==> config.mk <==
export PLATFORM = sky130hd
export DESIGN_NAME = split_txn_master
export DESIGN_NICKNAME = d
export VERILOG_FILES = /design/src/rtl/split_txn_pkg.sv /design/src/rtl/tag_alloc.sv /design/src/rtl/tag_fifo.sv /design/src/rtl/split_txn_master.sv
export SDC_FILE = /design/constraint.sdc
export NUM_CORES = 1
export LEC_CHECK = 0
export BUFFER_PORTS_ARGS = -buffer_cell sky130_fd_sc_hd__buf_2
export CORE_MARGIN = 3
export CORE_UTILIZATION = 45
export CTS_BUF_LIST = sky130_fd_sc_hd__clkbuf_4 sky130_fd_sc_hd__clkbuf_8
export DETAILED_ROUTE_END_ITERATION = 12
export GPL_TIMING_DRIVEN = 0
export PLACE_DENSITY = 0.63
export SYNTH_ARGS = -nofsm -noshare
export SYNTH_HDL_FRONTEND = slang
export SYNTH_SLANG_ARGS = --single-unit
==> constraint.sdc <==
create_clock -name clk -period 8.1 [get_ports clk]
set_input_delay 1.215 -clock clk [delete_from_list [all_inputs] [get_ports clk]]
set_output_delay 1.215 -clock clk [all_outputs]
set_load 0.01 [all_outputs]
==> src/rtl/split_txn_pkg.sv <==
package split_txn_pkg;
  // Operation codes carried on req_type and a_type
  typedef enum logic [1:0] {
    OP_RD    = 2'd0,
    OP_WR    = 2'd1,
    OP_RMW   = 2'd2,
    OP_INVAL = 2'd3
  } op_e;

  // Progress of one tagged transaction
  typedef enum logic [1:0] {
    ST_IDLE  = 2'd0,
    ST_ADDR  = 2'd1,
    ST_RDATA = 2'd2,
    ST_WDATA = 2'd3
  } stage_e;
endpackage

==> src/rtl/tag_alloc.sv <==
module tag_alloc #(
  parameter int NTAGS = 8,
  parameter int TAG_W = $clog2(NTAGS)
) (
  input  logic             clk,
  input  logic             rst,
  input  logic             alloc_en,
  input  logic [NTAGS-1:0] free_mask,
  output logic [NTAGS-1:0] busy,
  output logic [TAG_W-1:0] free_tag,
  output logic             full
);
  // Lowest free tag wins
  always_comb begin
    free_tag = '0;
    for (int i = NTAGS - 1; i >= 0; i--) begin
      if (!busy[i]) free_tag = TAG_W'(i);
    end
  end

  assign full = &busy;

  always_ff @(posedge clk) begin
    if (rst) busy <= '0;
    else     busy <= (busy & ~free_mask) |
                     (alloc_en ? (NTAGS'(1) << free_tag) : '0);
  end


  full_refuse_chk: assert property (@(posedge clk) disable iff (rst)
    alloc_en |-> !full);

  alloc_set_chk: assert property (@(posedge clk) disable iff (rst)
    alloc_en |=> busy[$past(free_tag)]);
endmodule

==> src/rtl/tag_fifo.sv <==
module tag_fifo #(
  parameter int DEPTH = 8,
  parameter int W     = 3
) (
  input  logic         clk,
  input  logic         rst,
  input  logic         push_a,
  input  logic [W-1:0] data_a,
  input  logic         push_b,
  input  logic [W-1:0] data_b,
  input  logic         pop,
  output logic [W-1:0] head,
  output logic         empty
);
  localparam int PW = $clog2(DEPTH);
  localparam int CW = PW + 1;

  logic [W-1:0]  mem [DEPTH];
  logic [PW-1:0] wptr, rptr;
  logic [CW-1:0] count;
  logic [PW-1:0] wptr_b;

  // Second push lands behind the first when both fire
  assign wptr_b = push_a ? wptr + PW'(1) : wptr;

  always_ff @(posedge clk) begin
    if (push_a) mem[wptr]   <= data_a;
    if (push_b) mem[wptr_b] <= data_b;
  end

  always_ff @(posedge clk) begin
    if (rst) begin
      wptr  <= '0;
      rptr  <= '0;
      count <= '0;
    end else begin
      wptr  <= wptr + PW'(push_a) + PW'(push_b);
      rptr  <= rptr + PW'(pop);
      count <= count + CW'(push_a) + CW'(push_b) - CW'(pop);
    end
  end

  assign head  = mem[rptr];
  assign empty = (count == '0);


  no_overflow_chk: assert property (@(posedge clk) disable iff (rst)
    (int'(count) + int'(push_a) + int'(push_b) - int'(pop)) <= DEPTH);

  no_underflow_chk: assert property (@(posedge clk) disable iff (rst)
    pop |-> !empty);
endmodule

==> src/rtl/split_txn_master.sv <==
module split_txn_master
  import split_txn_pkg::*;
#(
  parameter int TAG_W  = 3,
  parameter int ADDR_W = 32,
  parameter int DATA_W = 32
) (
  input  logic                  clk,
  input  logic                  rst,
  input  logic                  req_valid,
  input  logic [1:0]            req_type,
  input  logic [ADDR_W-1:0]     req_addr,
  input  logic [DATA_W-1:0]     req_wdata,
  output logic                  req_ready,
  output logic [TAG_W-1:0]      req_tag,
  output logic                  abus_req,
  input  logic                  abus_gnt,
  output logic                  a_valid,
  output logic [1:0]            a_type,
  output logic [TAG_W-1:0]      a_tag,
  output logic [ADDR_W-1:0]     a_addr,
  output logic                  dbus_req,
  input  logic                  dbus_gnt,
  output logic                  d_valid,
  output logic [TAG_W-1:0]      d_tag,
  output logic [DATA_W-1:0]     d_data,
  input  logic                  din_valid,
  input  logic [TAG_W-1:0]      din_tag,
  input  logic [DATA_W-1:0]     din_data,
  output logic                  rd_valid,
  output logic [TAG_W-1:0]      rd_tag,
  output logic [DATA_W-1:0]     rd_data,
  output logic [(1<<TAG_W)-1:0] done_vec,
  output logic                  proto_err
);
  localparam int NTAGS = 1 << TAG_W;

  logic [NTAGS-1:0] busy, free_mask;
  logic [TAG_W-1:0] free_tag, a_head, w_head;
  logic             full, accept, a_go, d_go, din_ok;
  logic             aq_empty, wq_empty, wq_push_a, wq_push_b;
  op_e              a_op, din_op;

  // Per-tag context, RAM style (no reset)
  logic [1:0]        op_tab   [NTAGS];
  logic [ADDR_W-1:0] addr_tab [NTAGS];
  logic [DATA_W-1:0] wdat_tab [NTAGS];
  stage_e            stage    [NTAGS];

  assign accept    = req_valid & ~full;
  assign req_ready = ~full;
  assign req_tag   = free_tag;

  tag_alloc #(.NTAGS(NTAGS), .TAG_W(TAG_W)) u_alloc (
    .clk(clk), .rst(rst), .alloc_en(accept), .free_mask(free_mask),
    .busy(busy), .free_tag(free_tag), .full(full)
  );

  // Tags waiting for their address tenure, oldest first
  tag_fifo #(.DEPTH(NTAGS), .W(TAG_W)) u_aq (
    .clk(clk), .rst(rst),
    .push_a(accept), .data_a(free_tag),
    .push_b(1'b0), .data_b('0),
    .pop(a_go), .head(a_head), .empty(aq_empty)
  );

  assign abus_req = ~aq_empty;
  assign a_go     = abus_req & abus_gnt;
  assign a_op     = op_e'(op_tab[a_head]);

  assign din_ok = din_valid && busy[din_tag] && (stage[din_tag] == ST_RDATA);
  assign din_op = op_e'(op_tab[din_tag]);

  // Tags waiting for an outgoing data tenure
  assign wq_push_a = a_go && (a_op == OP_WR);
  assign wq_push_b = din_ok && (din_op == OP_RMW);

  tag_fifo #(.DEPTH(NTAGS), .W(TAG_W)) u_wq (
    .clk(clk), .rst(rst),
    .push_a(wq_push_a), .data_a(a_head),
    .push_b(wq_push_b), .data_b(din_tag),
    .pop(d_go), .head(w_head), .empty(wq_empty)
  );

  assign dbus_req = ~wq_empty;
  assign d_go     = dbus_req & dbus_gnt;

  always_comb begin
    free_mask = '0;
    if (a_go && a_op == OP_INVAL) free_mask[a_head]  = 1'b1;
    if (din_ok && din_op == OP_RD) free_mask[din_tag] = 1'b1;
    if (d_go)                      free_mask[w_head]  = 1'b1;
  end

  always_ff @(posedge clk) begin
    if (accept) begin
      op_tab[free_tag]   <= req_type;
      addr_tab[free_tag] <= req_addr;
      wdat_tab[free_tag] <= req_wdata;
    end
  end

  // The four sources touch distinct tags: each is in a different stage
  always_ff @(posedge clk) begin
    if (rst) begin
      for (int i = 0; i < NTAGS; i++) stage[i] <= ST_IDLE;
    end else begin
      if (accept) stage[free_tag] <= ST_ADDR;
      if (a_go) begin
        case (a_op)
          OP_RD, OP_RMW: stage[a_head] <= ST_RDATA;
          OP_WR:         stage[a_head] <= ST_WDATA;
          default:       stage[a_head] <= ST_IDLE;
        endcase
      end
      if (din_ok) stage[din_tag] <= (din_op == OP_RMW) ? ST_WDATA : ST_IDLE;
      if (d_go)   stage[w_head]  <= ST_IDLE;
    end
  end

  always_ff @(posedge clk) begin
    if (rst) begin
      a_valid   <= 1'b0;
      a_type    <= '0;
      a_tag     <= '0;
      a_addr    <= '0;
      d_valid   <= 1'b0;
      d_tag     <= '0;
      d_data    <= '0;
      rd_valid  <= 1'b0;
      rd_tag    <= '0;
      rd_data   <= '0;
      done_vec  <= '0;
      proto_err <= 1'b0;
    end else begin
      a_valid   <= a_go;
      a_type    <= a_op;
      a_tag     <= a_head;
      a_addr    <= addr_tab[a_head];
      d_valid   <= d_go;
      d_tag     <= w_head;
      d_data    <= wdat_tab[w_head];
      rd_valid  <= din_ok;
      rd_tag    <= din_tag;
      rd_data   <= din_data;
      done_vec  <= free_mask;
      proto_err <= din_valid & ~din_ok;
    end
  end


  addr_after_grant_chk: assert property (@(posedge clk) disable iff (rst)
    a_valid |-> $past(abus_req && abus_gnt));

  data_after_grant_chk: assert property (@(posedge clk) disable iff (rst)
    d_valid |-> $past(dbus_req && dbus_gnt));

  rdata_from_bus_chk: assert property (@(posedge clk) disable iff (rst)
    rd_valid |-> ($past(din_valid) && rd_tag == $past(din_tag)));

  err_from_bus_chk: assert property (@(posedge clk) disable iff (rst)
    proto_err |-> ($past(din_valid) && !rd_valid));

  done_count_chk: assert property (@(posedge clk) disable iff (rst)
    $countones(done_vec) <= 3);
endmodule

==> out/metrics.csv <==
stage,metric,value,unit
outcome,status,"finished, final reports clean",
clock_tree,clk_lat worst skew,750,ps
worst_setup_path,Critical Path RT,8650,ps
grt,total track usage,25.0,%
logic_synthesis,Synth async-reset ratio,0,%
placement,dpl hpwl,53.1,mm
sta,max_slew headroom,9.77,%
layout,Area Overhead vs Synth,18.3,%
route,DR DRC count,0,
grt,initial antenna violation count,15,
logic_synthesis,mux contribution to synthesized area,3.83,%
clock_tree,htree depth,3,
worst_setup_path,critical path peak fanout,10,
placement,port bufs,229,
logic_synthesis,Post-synth EDFFs,576,
die,Rows,89,
logic_synthesis,synth unique cells,68,
logic_synthesis,Simple-Gate Fraction of Synth Area,6.61,%
clock_tree,Num CTS Buffers,116,
layout,final core occ,54.4,%
clock_tree,post_cts resized,0,
route,initial drt markers,1870,
sta,final worst path period need,5460,ps
grt,vias in the first global route,17900,
logic_synthesis,Synth Area per Inst,15.4,sq um
route,vias,17900,
route,WL/cell,26.5,um
sta,Slew Limit Fails,0,
pwr,PD cells,313,nW/um^2
flow_run,# Max-Cap Violations,0,
worst_setup_path,kind of critical path,in -> reg,
logic_synthesis,"Top FF cell, synth",edfxtp_1,
pwr,LEAKAGE,11.3,nW
clock_tree,CTS clock-pin slew for the worst setup and hold paths,60,ps
clock_tree,number of hold buffers added after CTS,0,
clock_tree,CTS tree,built,
logic_synthesis,main area contributors after synthesis,"edfxtp_1 63%, dfxtp_1 12%, a22oi_1 4.0%, nand2_1 1.8%, mux4_2 1.7%",
sta,Final setup viols,0,
sta,worst slew pin tran,1350,ps
logic_synthesis,Gate Count Post-Synth,1785,
route,vias per cell,5.91,
logic_synthesis,Syn Std Cell Area,27500,sq um
clock_tree,CTS Root Cell,clkbuf_8,
worst_setup_path,Crit. End Element,flip-flop,
layout,Final #Nets,2282,
die,top-level I/O count,232,
grt,pin count of the biggest net entering global routing,49,
worst_setup_path,Critical Path Start Type,primary input,
layout,Fillers,4823,
grt,total global routing overflow,0,
logic_synthesis,Ys Warns,0,
layout,fin cells,3038,
route,post-route ant nets,0,
grt,first-pass GRT wire length,116,mm
logic_synthesis,register area share after synthesis,74.8,%
clock_tree,clk buf depth,3,
die,Die W,253,um
sta,Max Fclk,183,MHz
logic_synthesis,post-synthesis xor/xnor area fraction,0.255,%
clock_tree,"Setup Fix Bufs, Post-CTS",0,
sta,share of the cycle needed by the critical path after routing,67.4,%
route,1st-pass router iterations,6,
logic_synthesis,"top cells by count, synth","576 x edfxtp_1, 163 x dfxtp_1, 145 x a22oi_1",
logic_synthesis,dominant combinational cell family by area after synthesis,compound AO/OA/AOI/OAI gates,
logic_synthesis,top-count cell post-synth,edfxtp_1,
die,die area,64100,sq um
placement,gpl congestion,0.954,
die,placeable core area,59700,sq um
sta,RSZ-0062 raised after global routing,false,
sta,final hold violation count,0,
placement,Inst Count DP,2809,
logic_synthesis,"Net Count, Synth",1913,
logic_synthesis,post-synth top area share,63.0,%
sta,sum of negative setup slack,0,ps
logic_synthesis,Synth area leader,edfxtp_1,
route,total wire length,80.6,mm
logic_synthesis,post-synthesis register bit count,739,
sta,Fin Hold WS,497,ps
worst_setup_path,worst path arrival time,6010,ps
hold_path,hold crit path type,reg -> reg,
pwr,Tot Pwr,10.2,mW
pwr,Max VDD drop,0.194,mV
layout,layout cell share with drive strength beyond 1,23.1,%
logic_synthesis,Post-Synth Adder-Cell Area,1.07,%
logic_synthesis,Synth Area in Compound Gates,11.4,%
sta,worst clock skew,61.9,ps
clock_tree,CTS Sinks,739,
die,Starting Density,46.0,%
die,Die Height,253,um
==> critical path, stage by stage <==
cell and delay, ps:
buf_2 180, clkbuf_1 440, inv_1 320, nor3_1 920, a221oi_1 270, nor2b_1 290, clkbuf_1 570, nand2_1 280
ha_1 360, inv_1 50, fa_1 450, fa_1 420, xnor2_1 160, nor2_1 60
==> cells in the final DEF (no fill, tap or decap), types with 7 or more instances in the layout <==
master / n
edfxtp_1: 576
buf_2: 236
dfxtp_1: 163
a22oi_1: 145
nand2_1: 132
clkbuf_8: 127
nor2_1: 91
clkbuf_1: 88
a21oi_1: 71
clkbuf_4: 55
nor2b_1: 45
mux2i_1: 41
a221oi_1: 41
inv_1: 29
a41oi_1: 27
o21ai_0: 26
o311ai_1: 25
mux4_2: 21
clkinv_1: 20
nor3_1: 18
nand3_1: 17
ha_1: 17
o22ai_1: 15
mux2_2: 13
a222oi_1: 13
nand2b_1: 12
nand4b_1: 12
buf_6: 11
a31oi_1: 11
clkinv_2: 11
or3_1: 8
buf_12: 8
diode_2: 7
a32oi_1: 7
buf_1: 7
and3_1: 7
xnor2_1: 7
==> flip-flops by register name (all words and copies together) (netlist names), 8 cells and up <==
name,flops
a_addr,32
done_vec,8
op_tab,16
wdat_tab,256
stage,16
u_aq.mem,24
rd_data,32
addr_tab,256
u_wq.mem,24
d_data,32
u_alloc.busy,8
==> power breakdown <==
part	switching, mW	internal (mW)	leakage, nW
Clock	1.47	1.75	1.31
Sequential	0.116	4.38	6.60
Combinational	1.66	0.814	3.42
==> path summary, 6_finish.rpt <==
check / to / slack [ps] / cells past startpoint / from
setup reg to reg: u_wq.count[2] / 2880 / 13 / u_aq.rptr[0]
setup / recovery: u_wq.count[2] / 2640 / 14 / din_tag[0]
hold reg to reg: d_data[16] / 500 / 2 / wdat_tab[3][16]
hold / removal: d_data[16] / 500 / 2 / wdat_tab[3][16]
==> logic make-up (layout without fill, tap and decap cells) <==
kind of cell	after synthesis	after routing
and+or+nand+nor	376	376
xor gates and xnor gates	8	8
adders and majority gates	21	21
AOI/OAI and AO/OA	425	425
other	0	7
DFF	739	739
buffers and inverters	139	612
muxes	77	77
==> cell type report <==
class,count,area (sq um),share of cell area [%]
sequential,739,20600,63.3
multi-input combinational,907,6390,19.7
clock buffer,182,2160,6.65
timing repair buffer,251,1550,4.77
tap,773,967,2.98
buffer,105,425,1.31
clock inverter,40,289,0.889
inverter,34,138,0.424
antenna,7,17.5,0.0539
==> through the flow <==
stage          setup WS [ps]  cell area, sq um
3_5_place_dp            2120             30000
4_1_cts                 2880             32500
6_report                2640             32500
5_1_grt                 2460             32500
2_1_floorplan            540             27500
3_3_place_gp           -6220             29600
==> per-layer routing <==
layer  wire length, um  track usage [%]
met1             32300             33.0
met2             37200             39.2
met3              8340             7.79
met4              2640             9.10
met5                96                0
No activity file was read; power rests on OpenSTA's default activity.
